`src/rtl/rmw_pkg.sv`:
```
package rmw_pkg;

    typedef enum logic [3:0] {
        ST_IDLE,
        ST_OPC,
        ST_ADL,
        ST_ADH,
        ST_FALSE,
        ST_DATA,
        ST_WR1,
        ST_WR2,
        ST_ACC
    } seq_state_e;

    typedef enum logic {
        MODE_ABSX = 1'b0,
        MODE_ACC  = 1'b1
    } seq_mode_e;

    typedef struct packed {
        logic c;
        logic n;
        logic z;
    } flags_t;

    // cycles in which the bus reads and a low ready stalls the sequence
    function automatic logic is_read_state(seq_state_e s);
        case (s)
            ST_OPC, ST_ADL, ST_ADH, ST_FALSE, ST_DATA, ST_ACC: return 1'b1;
            default:                                           return 1'b0;
        endcase
    endfunction

    function automatic logic is_last_state(seq_state_e s);
        return (s == ST_WR2) || (s == ST_ACC);
    endfunction

endpackage

```
`src/rtl/rmw_ctrl.sv`:
```
module rmw_ctrl
    import rmw_pkg::*;
(
    input  logic       clk,
    input  logic       rst,
    input  logic       start,
    input  logic       mode_acc,
    input  logic       rdy,
    output seq_state_e state,
    output logic       advance,
    output logic       busy
);
    seq_state_e state_q, state_d;
    seq_mode_e  mode_q;
    logic       take;

    assign advance = is_read_state(state_q) ? rdy : 1'b1;
    assign take    = start && ((state_q == ST_IDLE) || (is_last_state(state_q) && advance));

    always_comb begin
        state_d = state_q;
        if (advance) begin
            case (state_q)
                ST_IDLE:  state_d = take ? ST_OPC : ST_IDLE;
                ST_OPC:   state_d = (mode_q == MODE_ACC) ? ST_ACC : ST_ADL;
                ST_ADL:   state_d = ST_ADH;
                ST_ADH:   state_d = ST_FALSE;
                ST_FALSE: state_d = ST_DATA;
                ST_DATA:  state_d = ST_WR1;
                ST_WR1:   state_d = ST_WR2;
                ST_WR2:   state_d = take ? ST_OPC : ST_IDLE;
                ST_ACC:   state_d = take ? ST_OPC : ST_IDLE;
                default:  state_d = ST_IDLE;
            endcase
        end
    end

    always_ff @(posedge clk) begin
        if (rst) begin
            state_q <= ST_IDLE;
            mode_q  <= MODE_ABSX;
        end else begin
            state_q <= state_d;
            if (take) mode_q <= mode_acc ? MODE_ACC : MODE_ABSX;
        end
    end

    assign state = state_q;
    assign busy  = (state_q != ST_IDLE);

    // write cycles advance whatever ready does
    p_write_no_wait_r7: assert property (@(posedge clk) disable iff (rst)
        (state_q == ST_WR1) |=> (state_q == ST_WR2));

    // a start mid-instruction does not restart the sequence
    p_start_ignored_r9: assert property (@(posedge clk) disable iff (rst)
        (state_q == ST_ADL && rdy) |=> (state_q == ST_ADH));

    // an accepted start from idle makes the block busy
    p_start_busy_r2: assert property (@(posedge clk) disable iff (rst)
        (state_q == ST_IDLE && start) |=> busy);
endmodule

```
`src/rtl/rmw_addr.sv`:
```
module rmw_addr
    import rmw_pkg::*;
#(
    parameter int AW = 16,
    parameter int DW = 8
) (
    input  logic          clk,
    input  logic          rst,
    input  seq_state_e    state,
    input  logic          advance,
    input  logic          load,
    input  logic [AW-1:0] load_pc,
    input  logic [DW-1:0] load_x,
    input  logic [DW-1:0] din,
    output logic [AW-1:0] addr
);
    localparam int HW = AW - DW;

    logic [AW-1:0] pc_q;
    logic [DW-1:0] x_q, adl_q, lo_q;
    logic [HW-1:0] adh_q, eahi_q;
    logic          cy_q;

    always_ff @(posedge clk) begin
        if (rst) begin
            pc_q   <= '0;
            x_q    <= '0;
            adl_q  <= '0;
            lo_q   <= '0;
            adh_q  <= '0;
            eahi_q <= '0;
            cy_q   <= 1'b0;
        end else if (state == ST_IDLE) begin
            if (load) begin
                pc_q <= load_pc;
                x_q  <= load_x;
            end
        end else if (advance) begin
            case (state)
                ST_OPC: pc_q <= pc_q + 1'b1;
                ST_ADL: begin
                    adl_q <= din;
                    pc_q  <= pc_q + 1'b1;
                end
                ST_ADH: begin
                    adh_q         <= din[HW-1:0];
                    {cy_q, lo_q}  <= {1'b0, adl_q} + {1'b0, x_q};
                    pc_q          <= pc_q + 1'b1;
                end
                ST_FALSE: eahi_q <= adh_q + {{(HW-1){1'b0}}, cy_q};
                default: ;
            endcase
        end
    end

    always_comb begin
        case (state)
            ST_FALSE:               addr = {adh_q, lo_q};
            ST_DATA, ST_WR1, ST_WR2: addr = {eahi_q, lo_q};
            default:                addr = pc_q;
        endcase
    end

    // the low byte is unchanged from the dummy read to the operand read
    p_low_kept_r3: assert property (@(posedge clk) disable iff (rst)
        (state == ST_FALSE && advance) |=> (addr[DW-1:0] == $past(addr[DW-1:0])));

    // the effective address is held through both writes
    p_ea_held_r2: assert property (@(posedge clk) disable iff (rst)
        (state == ST_WR1 || state == ST_WR2) |-> (addr == $past(addr)));

    // the short form holds the program counter in its second cycle
    p_pc_held_r8: assert property (@(posedge clk) disable iff (rst)
        (state == ST_ACC) |=> (pc_q == $past(pc_q)));
endmodule

```
`src/rtl/rmw_data.sv`:
```
module rmw_data
    import rmw_pkg::*;
#(
    parameter int DW = 8
) (
    input  logic          clk,
    input  logic          rst,
    input  seq_state_e    state,
    input  logic          advance,
    input  logic          load,
    input  logic [DW-1:0] load_acc,
    input  logic          load_c,
    input  logic [DW-1:0] din,
    input  logic [DW-1:0] mod_res,
    input  logic          mod_cout,
    output logic [DW-1:0] mod_arg,
    output logic          mod_cin,
    output logic [DW-1:0] dout,
    output logic          wr,
    output logic [DW-1:0] acc,
    output flags_t        flags
);
    logic [DW-1:0] opnd_q, res_q, acc_q;
    logic          rc_q, pend_q;
    flags_t        flags_q;

    always_ff @(posedge clk) begin
        if (rst) begin
            opnd_q  <= '0;
            res_q   <= '0;
            acc_q   <= '0;
            rc_q    <= 1'b0;
            pend_q  <= 1'b0;
            flags_q <= '0;
        end else begin
            if (pend_q) begin
                acc_q   <= res_q;
                flags_q <= '{c: rc_q, n: res_q[DW-1], z: (res_q == '0)};
                pend_q  <= 1'b0;
            end else if (load && state == ST_IDLE) begin
                acc_q     <= load_acc;
                flags_q.c <= load_c;
            end
            if (state == ST_DATA && advance) opnd_q <= din;
            if (state == ST_WR1 || (state == ST_ACC && advance)) begin
                res_q <= mod_res;
                rc_q  <= mod_cout;
            end
            if (state == ST_ACC && advance) pend_q <= 1'b1;
            if (state == ST_WR2)
                flags_q <= '{c: rc_q, n: res_q[DW-1], z: (res_q == '0)};
        end
    end

    assign mod_arg = (state == ST_ACC) ? acc_q : opnd_q;
    assign mod_cin = flags_q.c;
    assign wr      = (state == ST_WR1) || (state == ST_WR2);
    always_comb begin
        case (state)
            ST_WR1:  dout = opnd_q;
            ST_WR2:  dout = res_q;
            default: dout = '0;
        endcase
    end
    assign acc   = acc_q;
    assign flags = flags_q;

    // the first write echoes the byte read in the previous cycle
    p_first_write_echo_r4: assert property (@(posedge clk) disable iff (rst)
        (state == ST_WR1) |-> (dout == $past(din)));

    // zero and negative follow the byte stored by the final write
    p_flags_follow_r6: assert property (@(posedge clk) disable iff (rst)
        (state == ST_WR2) |=> (flags_q.z == ($past(dout) == '0) && flags_q.n == $past(dout[DW-1])));

    // the accumulator takes the result two edges after the short form's second cycle
    p_acc_late_r8: assert property (@(posedge clk) disable iff (rst)
        (state == ST_ACC && advance) |-> ##2 (acc_q == $past(mod_res, 2)));
endmodule

```
`src/rtl/rmw_seq.sv`:
```
module rmw_seq
    import rmw_pkg::*;
#(
    parameter int AW = 16,
    parameter int DW = 8
) (
    input  logic          clk,
    input  logic          rst,
    input  logic          start,
    input  logic          mode_acc,
    input  logic          rdy,
    input  logic          load,
    input  logic [AW-1:0] load_pc,
    input  logic [DW-1:0] load_x,
    input  logic [DW-1:0] load_acc,
    input  logic          load_c,
    output logic [AW-1:0] addr,
    input  logic [DW-1:0] din,
    output logic [DW-1:0] dout,
    output logic          wr,
    output logic          busy,
    output logic [DW-1:0] mod_arg,
    output logic          mod_cin,
    input  logic [DW-1:0] mod_res,
    input  logic          mod_cout,
    output logic [DW-1:0] acc,
    output logic          flag_c,
    output logic          flag_n,
    output logic          flag_z
);
    seq_state_e state;
    logic       advance;
    flags_t     flags;

    rmw_ctrl i_ctrl (
        .clk      (clk),
        .rst      (rst),
        .start    (start),
        .mode_acc (mode_acc),
        .rdy      (rdy),
        .state    (state),
        .advance  (advance),
        .busy     (busy)
    );

    rmw_addr #(.AW(AW), .DW(DW)) i_addr (
        .clk     (clk),
        .rst     (rst),
        .state   (state),
        .advance (advance),
        .load    (load),
        .load_pc (load_pc),
        .load_x  (load_x),
        .din     (din),
        .addr    (addr)
    );

    rmw_data #(.DW(DW)) i_data (
        .clk      (clk),
        .rst      (rst),
        .state    (state),
        .advance  (advance),
        .load     (load),
        .load_acc (load_acc),
        .load_c   (load_c),
        .din      (din),
        .mod_res  (mod_res),
        .mod_cout (mod_cout),
        .mod_arg  (mod_arg),
        .mod_cin  (mod_cin),
        .dout     (dout),
        .wr       (wr),
        .acc      (acc),
        .flags    (flags)
    );

    assign flag_c = flags.c;
    assign flag_n = flags.n;
    assign flag_z = flags.z;

    // writes only happen inside an instruction
    p_wr_in_busy_r4: assert property (@(posedge clk) disable iff (rst)
        wr |-> busy);
endmodule

```
`config.mk`:
```
export PLATFORM = sky130hd
export DESIGN_NAME = rmw_seq
export DESIGN_NICKNAME = d
export VERILOG_FILES = /design/src/rtl/rmw_pkg.sv /design/src/rtl/rmw_ctrl.sv /design/src/rtl/rmw_addr.sv /design/src/rtl/rmw_data.sv /design/src/rtl/rmw_seq.sv
export SDC_FILE = /design/constraint.sdc
export NUM_CORES = 1
export LEC_CHECK = 0
export BUFFER_PORTS_ARGS = -buffer_cell sky130_fd_sc_hd__buf_2
export CORE_MARGIN = 3
export CORE_UTILIZATION = 50
export DETAILED_ROUTE_END_ITERATION = 10
export GPL_TIMING_DRIVEN = 0
export PLACE_DENSITY = 0.77
export SLEW_MARGIN = 5
export SYNTH_ARGS = -nofsm -noshare
export SYNTH_HDL_FRONTEND = slang
export SYNTH_SLANG_ARGS = --single-unit
```
`constraint.sdc`:
```
create_clock -name clk -period 2 [get_ports clk]
set_input_delay 0.1 -clock clk [delete_from_list [all_inputs] [get_ports clk]]
set_output_delay 0.1 -clock clk [all_outputs]
set_load 0.01 [all_outputs]
```
# --- Word level (Yosys, flattened, before mapping) ---
# Index checks and enable logic that the tools add are counted.
totals:
  word_cells: 76
  out_inout_bits: 46
  regBits: 91
classes:
  eq_ne: 9
  n_bitwise: 1
  n_mux: 20
  reduce_logical: 26
  addsub: 3
ops:
  columns: ["operator", "count"]
  rows:
  - ["2-to-1 mux 16 bit", 4]
  - ["one-hot mux 16 bit (2 select lines)", 1]
  - ["one-hot mux 4 bit (7 select lines)", 1]
  - ["2-to-1 mux 8 bit", 3]
  - ["adder 16 x 1 -> 16 bit (second input constant)", 1]
  - ["== test 4 x 3 -> 1 bit (second input constant)", 4]
  - ["one-hot mux 8 bit (2 select lines)", 1]
  - ["AND reduction 3 bit", 4]
  - ["adder 8 x 8 -> 9 bit", 1]
  - ["OR reduction 3 bit", 3]
  - ["adder 8 x 1 -> 8 bit", 1]
  - ["== test 4 x 2 -> 1 bit (second input constant)", 2]
  - ["logical NOT 8 bit", 1]
  - ["nonzero test 2 bit", 4]
  - ["2-to-1 mux 1 bit", 7]
  - ["OR reduction 6 bit", 1]
  - ["logical AND 1 bit", 5]
  - ["== test 4 x 1 -> 1 bit (second input constant)", 1]
  - ["== test 4 bit (second input constant)", 1]
  - ["logical NOT 4 bit", 1]
  - ["logical OR 1 bit", 4]
  - ["2-to-1 mux 4 bit", 1]
  - ["nonzero test 4 bit", 1]
  - ["2-to-1 mux 3 bit", 1]
  - ["5 further kinds", 5]

# --- Logic depth before layout (Yosys ltp) ---
depth:
  depth_word: 9
  mapped_depth: 8

# --- Modules after synthesis ---
# A second synthesis with hierarchy kept.
unflattened:
  cells_unflattened: 625
  hier_area_um2: 5198.7
by_module_without_submodules:
  columns: ["module", "n_inst", "area_per_inst_um2", "seq_area_each_um2", "cells_each"]
  rows:
  - ["rmw_addr", 1, 3205.6, 1141.1, 399]
  - ["rmw_data", 1, 1621.6, 580.6, 181]
  - ["rmw_ctrl", 1, 371.6, 100.1, 45]

# --- Least setup slack after synthesis ---
# Ideal clock, no wire load.
synth_timing:
  path_type: "reg-to-reg"
  startpoint: "reg i_ctrl.state_q[0], in the netlist i_ctrl.state[0]"
  endpoint: "reg i_data.acc_q[7], in the netlist i_data.acc[7]"
  t_arrival_ns: 1.766
  stages_incl_launch_ff: 9
  required_ns: 1.872
  slack_ns: 0.107
  period_less_slack_ns: 1.893
  cell_sequence: "dfxtp_1 -> buf_2 -> nor4_4 -> and2_1 -> buf_2 -> buf_4 -> mux2_2 -> mux2i_1 -> nor2_1"
synth_via:
  elab_chain_len: 3
synth_rtl:
  columns: ["element", "line", "rtl"]
  rows:
  - ["start, declared", "rmw_ctrl.sv:13", "seq_state_e state_q, state_d;"]
  - ["start signal, assigned", "rmw_ctrl.sv:43", "state_q <= state_d;"]
  - ["logical NOT 4 bit", "rmw_data.sv:40", "end else if (load && state == ST_IDLE) begin"]
  - ["logical AND 1 bit", "rmw_data.sv:40", null]
  - ["nonzero test 2 bit (no line)", null, null]
  - ["end signal, assigned", "rmw_data.sv:37", "acc_q <= res_q;"]
  - ["end signal, assigned", "rmw_data.sv:41", "acc_q <= load_acc;"]
  - ["end, declared", "rmw_data.sv:23", "logic [DW-1:0] opnd_q, res_q, acc_q;"]
# Every way passes these cells.
# A chain may end at the register's enable or synchronous reset.

# --- Worst setup path in the final report ---
layout_timing:
  startpoint: "reg i_ctrl.state_q[1], in the netlist i_ctrl.state[1]"
  endpoint: "reg i_addr.pc_q[7]"
layout_via:
  elab_chain_len: 6
  word_cells_on_any_way: 16
  classes_between: "eq/ne: 7; mux: 3; reduce/logical: 6"
layout_rtl:
  columns: ["element", "line", "rtl"]
  rows:
  - ["== test 4 bit, or another cell as far along", "rmw_pkg.sv:28", "case (s)"]
  - ["OR reduction 6 bit", "rmw_pkg.sv:28", null]
  - ["2-to-1 mux 1 bit", "rmw_pkg.sv:28", null]
  - ["2-to-1 mux 1 bit", "rmw_ctrl.sv:17", "assign advance = is_read_state(state_q) ? rdy : 1'b1;"]
  - ["nonzero test 2 bit (no line)", null, null]
  - ["AND reduction 3 bit (no line)", null, null]
  - ["end signal, assigned", "rmw_addr.sv:35", "pc_q <= load_pc;"]
  - ["end signal, assigned", "rmw_addr.sv:40", "ST_OPC: pc_q <= pc_q + 1'b1;"]
  - ["end signal, assigned", "rmw_addr.sv:43", "pc_q <= pc_q + 1'b1;"]
  - ["end, declared", "rmw_addr.sv:19", "logic [AW-1:0] pc_q;"]
# Parallel ways exist; a longest one is shown, timed or not.

==> results_dict.tcl <==
set metrics [dict create \
    drtAntennaViolNets 0 \
    ys_seq_elements 91 \
    synth_edf_count 0 \
    ys_top_cells_by_count "dfxtp_1 (91), nor2_1 (74), nand2_1 (73), mux2i_1 (56), a21oi_1 (42)" \
    grt_usage 0.253 \
    period_minus_slack_ps 2010 \
    timing.fmax_ghz 0.498 \
    synth_area_leaders "dfxtp_1 (38%), mux2i_1 (12%), nor2_1 (5.8%)" \
    first_iter_violations 268 \
    worstReg2RegEnd "i_addr.pc_q[7]" \
    drive_above_1_share 0.275 \
    nNetsFinal 777 \
    leakagePower_nw 2.48 \
    skew_ps 14.3 \
    rsz0062_at_grt "true" \
    port_buffers 100 \
    postSynthCellCount 572 \
    synth_top_cell_by_area "dfxtp_1" \
    clockBufferDepth 2 \
    maxSlewHeadroom 0.542 \
    yosys_warnings 0 \
    post-dp-hpwl_um 10200 \
    htreeDepth 3 \
    worst_pin_slew_ps 687 \
    synth_top_area_share 0.377 \
    rows 35 \
    max-cap-violations 0 \
    crit_required_ps 2220 \
    status "finished with violations" \
    cts_buffers 9 \
    avgSynthCellArea_um2 8.44 \
    powerDensity_nw_per_um2 694 \
    die_w_um 104 \
    async_flop_share 0 \
    final_max_slew_viol_count 0 \
    placed_cell_area_um2 5490 \
    arrival_ps 2220 \
    critPathKind "reg -> reg" \
    synth_area_um2 4830 \
    design_area_um2 6160 \
    first_pass_iters 5 \
    grt.overflow.total 0 \
    synth.distinct_cells 60 \
    min_path_cells 3 \
    yosysMostFrequentCell "dfxtp_1" \
    startpoint "i_ctrl.state[1]" \
    setup_viol_count_final 1 \
    syn2layout_area_growth_pct 27.7 \
    post-route-util 0.661 \
    cts_root_buf "clkbuf_8" \
    start_util 0.517 \
    antenna_found_initial 0 \
    fin_crit_sh 1.00 \
    hold_viol_final 0 \
    setup_ws_ps -7.17 \
    diodes 0 \
    crit_path_end_kind "register" \
    hold_end "i_addr.pc_q[12]" \
    cts_sinks 91 \
    start_kind "register" \
    fp.dieH_um 104 \
    timing.rr.start "i_ctrl.state[1]" \
    reg2reg_slack_ps -7 \
    die-area_um2 10900 \
    cts_tree "done" \
    grt_pass1_vias 4512 \
    wire_per_inst_um 17.4 \
    grt_pass1_wl_um 22400 \
    ir_worst_vdd_mv 0.442 \
    syn_nets 640 \
    route.detailed.drc 0 \
    ys_seq_area_frac 0.377 \
    failed_checks "negative setup slack" \
    grt_max_degree 16 \
    via_per_inst 5.78 \
    vias 4872 \
    holdCritPathClass "in -> reg" \
    hp-start "load_pc[12]" \
    core_area_um2 9330 \
    rr_worst_depth 7 \
    gp_congestion 0.905 \
    worst-path-max-fanout 10 \
    clk_latency_ps 350 \
    totalWireLength_um 14700 \
    ios 102 \
    synthFlopType "dfxtp_1" \
    clk_transition_reported_paths_ps 100 \
    tns_ps -7.17 \
]
sequential cells by signal, indices dropped and copies added (netlist names), 4 cells and up:
| register | flops |
|---|---|
| i_addr.adh_q | 8 |
| i_addr.adl_q | 8 |
| i_addr.eahi_q | 8 |
| i_addr.lo_q | 8 |
| i_addr.pc_q | 16 |
| i_addr.x_q | 8 |
| i_ctrl.state | 4 |
| i_data.acc | 8 |
| i_data.opnd_q | 8 |
| i_data.res_q | 8 |
worst max path at each step:
stage / slack, ps / end / cells after the start
2_1_floorplan: 110 / i_data.acc[7] / 8
3_3_place_gp: -250 / mod_arg[7] / 5
3_5_place_dp: -310 / mod_arg[7] / 5
4_1_cts: 0.3 / mod_arg[7] / 5
5_1_grt: -50 / i_addr.pc_q[7] / 7
6_report: -7 / i_addr.pc_q[7] / 7
stage by stage:
step	total power (W)	worst slack, ps	instances	hold slack, ps
floorplan	0.00266	107	572	236
finish	0.00428	-7.17	843	20.4
detailed placement	0.00299	-306	801	348
global placement	0.00296	-248	801	334
global route	0.00447	-45.2	843	8.69
CTS	0.00420	0.276	835	5.15
report_power, final:
part / switching (W) / internal, W / total, W
clock: 0.000674 / 0.000487 / 0.00116
sequential: 0.000109 / 0.00191 / 0.00202
combinational: 0.000603 / 0.000492 / 0.00110
area by class of cell:
| class | count | area [µm²] |
|---|---|---|
| timing repair buffer | 130 | 856 |
| clock inverter | 6 | 40.0 |
| multi-input combinational | 430 | 2880 |
| tap | 129 | 161 |
| sequential | 91 | 1840 |
| clock buffer | 10 | 138 |
| buffer | 36 | 208 |
| inverter | 11 | 41.3 |
| fill | 800 | 3160 |
layer usage:
layer | track usage | share of wire
met1 | 0.321 | 0.42
met2 | 0.429 | 0.48
met3 | 0.0416 | 0.068
met4 | 0.102 | 0.035
met5 | 0 | 0
layout by cell type (no fill, tap or decap), drive strengths merged, types with 6 or more instances in the layout:
cell type / n
nor3: 9
or3: 6
o21ai: 26
a211oi: 12
mux2: 24
dlygate4sd3: 17
nand3: 18
nand2: 73
buf: 127
a21oi: 42
clkbuf: 32
nor4: 9
dfxtp: 91
mux2i: 56
nor2: 75
inv: 12
ha: 11
critical path: stages, from the launching register on:
cell,delay (ps)
dfxtp_2,350
buf_6,150
or3b_4,410
a211o_4,390
buf_6,160
a21oi_1,140
a2bb2oi_1,220
nor2_1,50
cell families (layout without fill, tap and decap cells):
group	Yosys count	after routing	share of synthesized area
AO/OA/AOI/OAI	112	112	0.146
XOR/XNOR	7	7	0.0127
adder cells (fa/ha/maj)	12	12	0.0327
buffers and inverters	51	193	0.0472
flip-flops	91	91	0.377
multiplexers	80	80	0.172
AND/OR/NAND/NOR	219	219	0.212
timing repair:
item                                    CTS  global route
buffers inserted                          4             9
hold buffers                             17             0
pin swaps                                 3             5
hold endpoints to repair                 17             0
endpoints found under the setup margin   87            60
gates resized for setup                  25            38
Note: power is estimated with default switching activity, not from simulation.
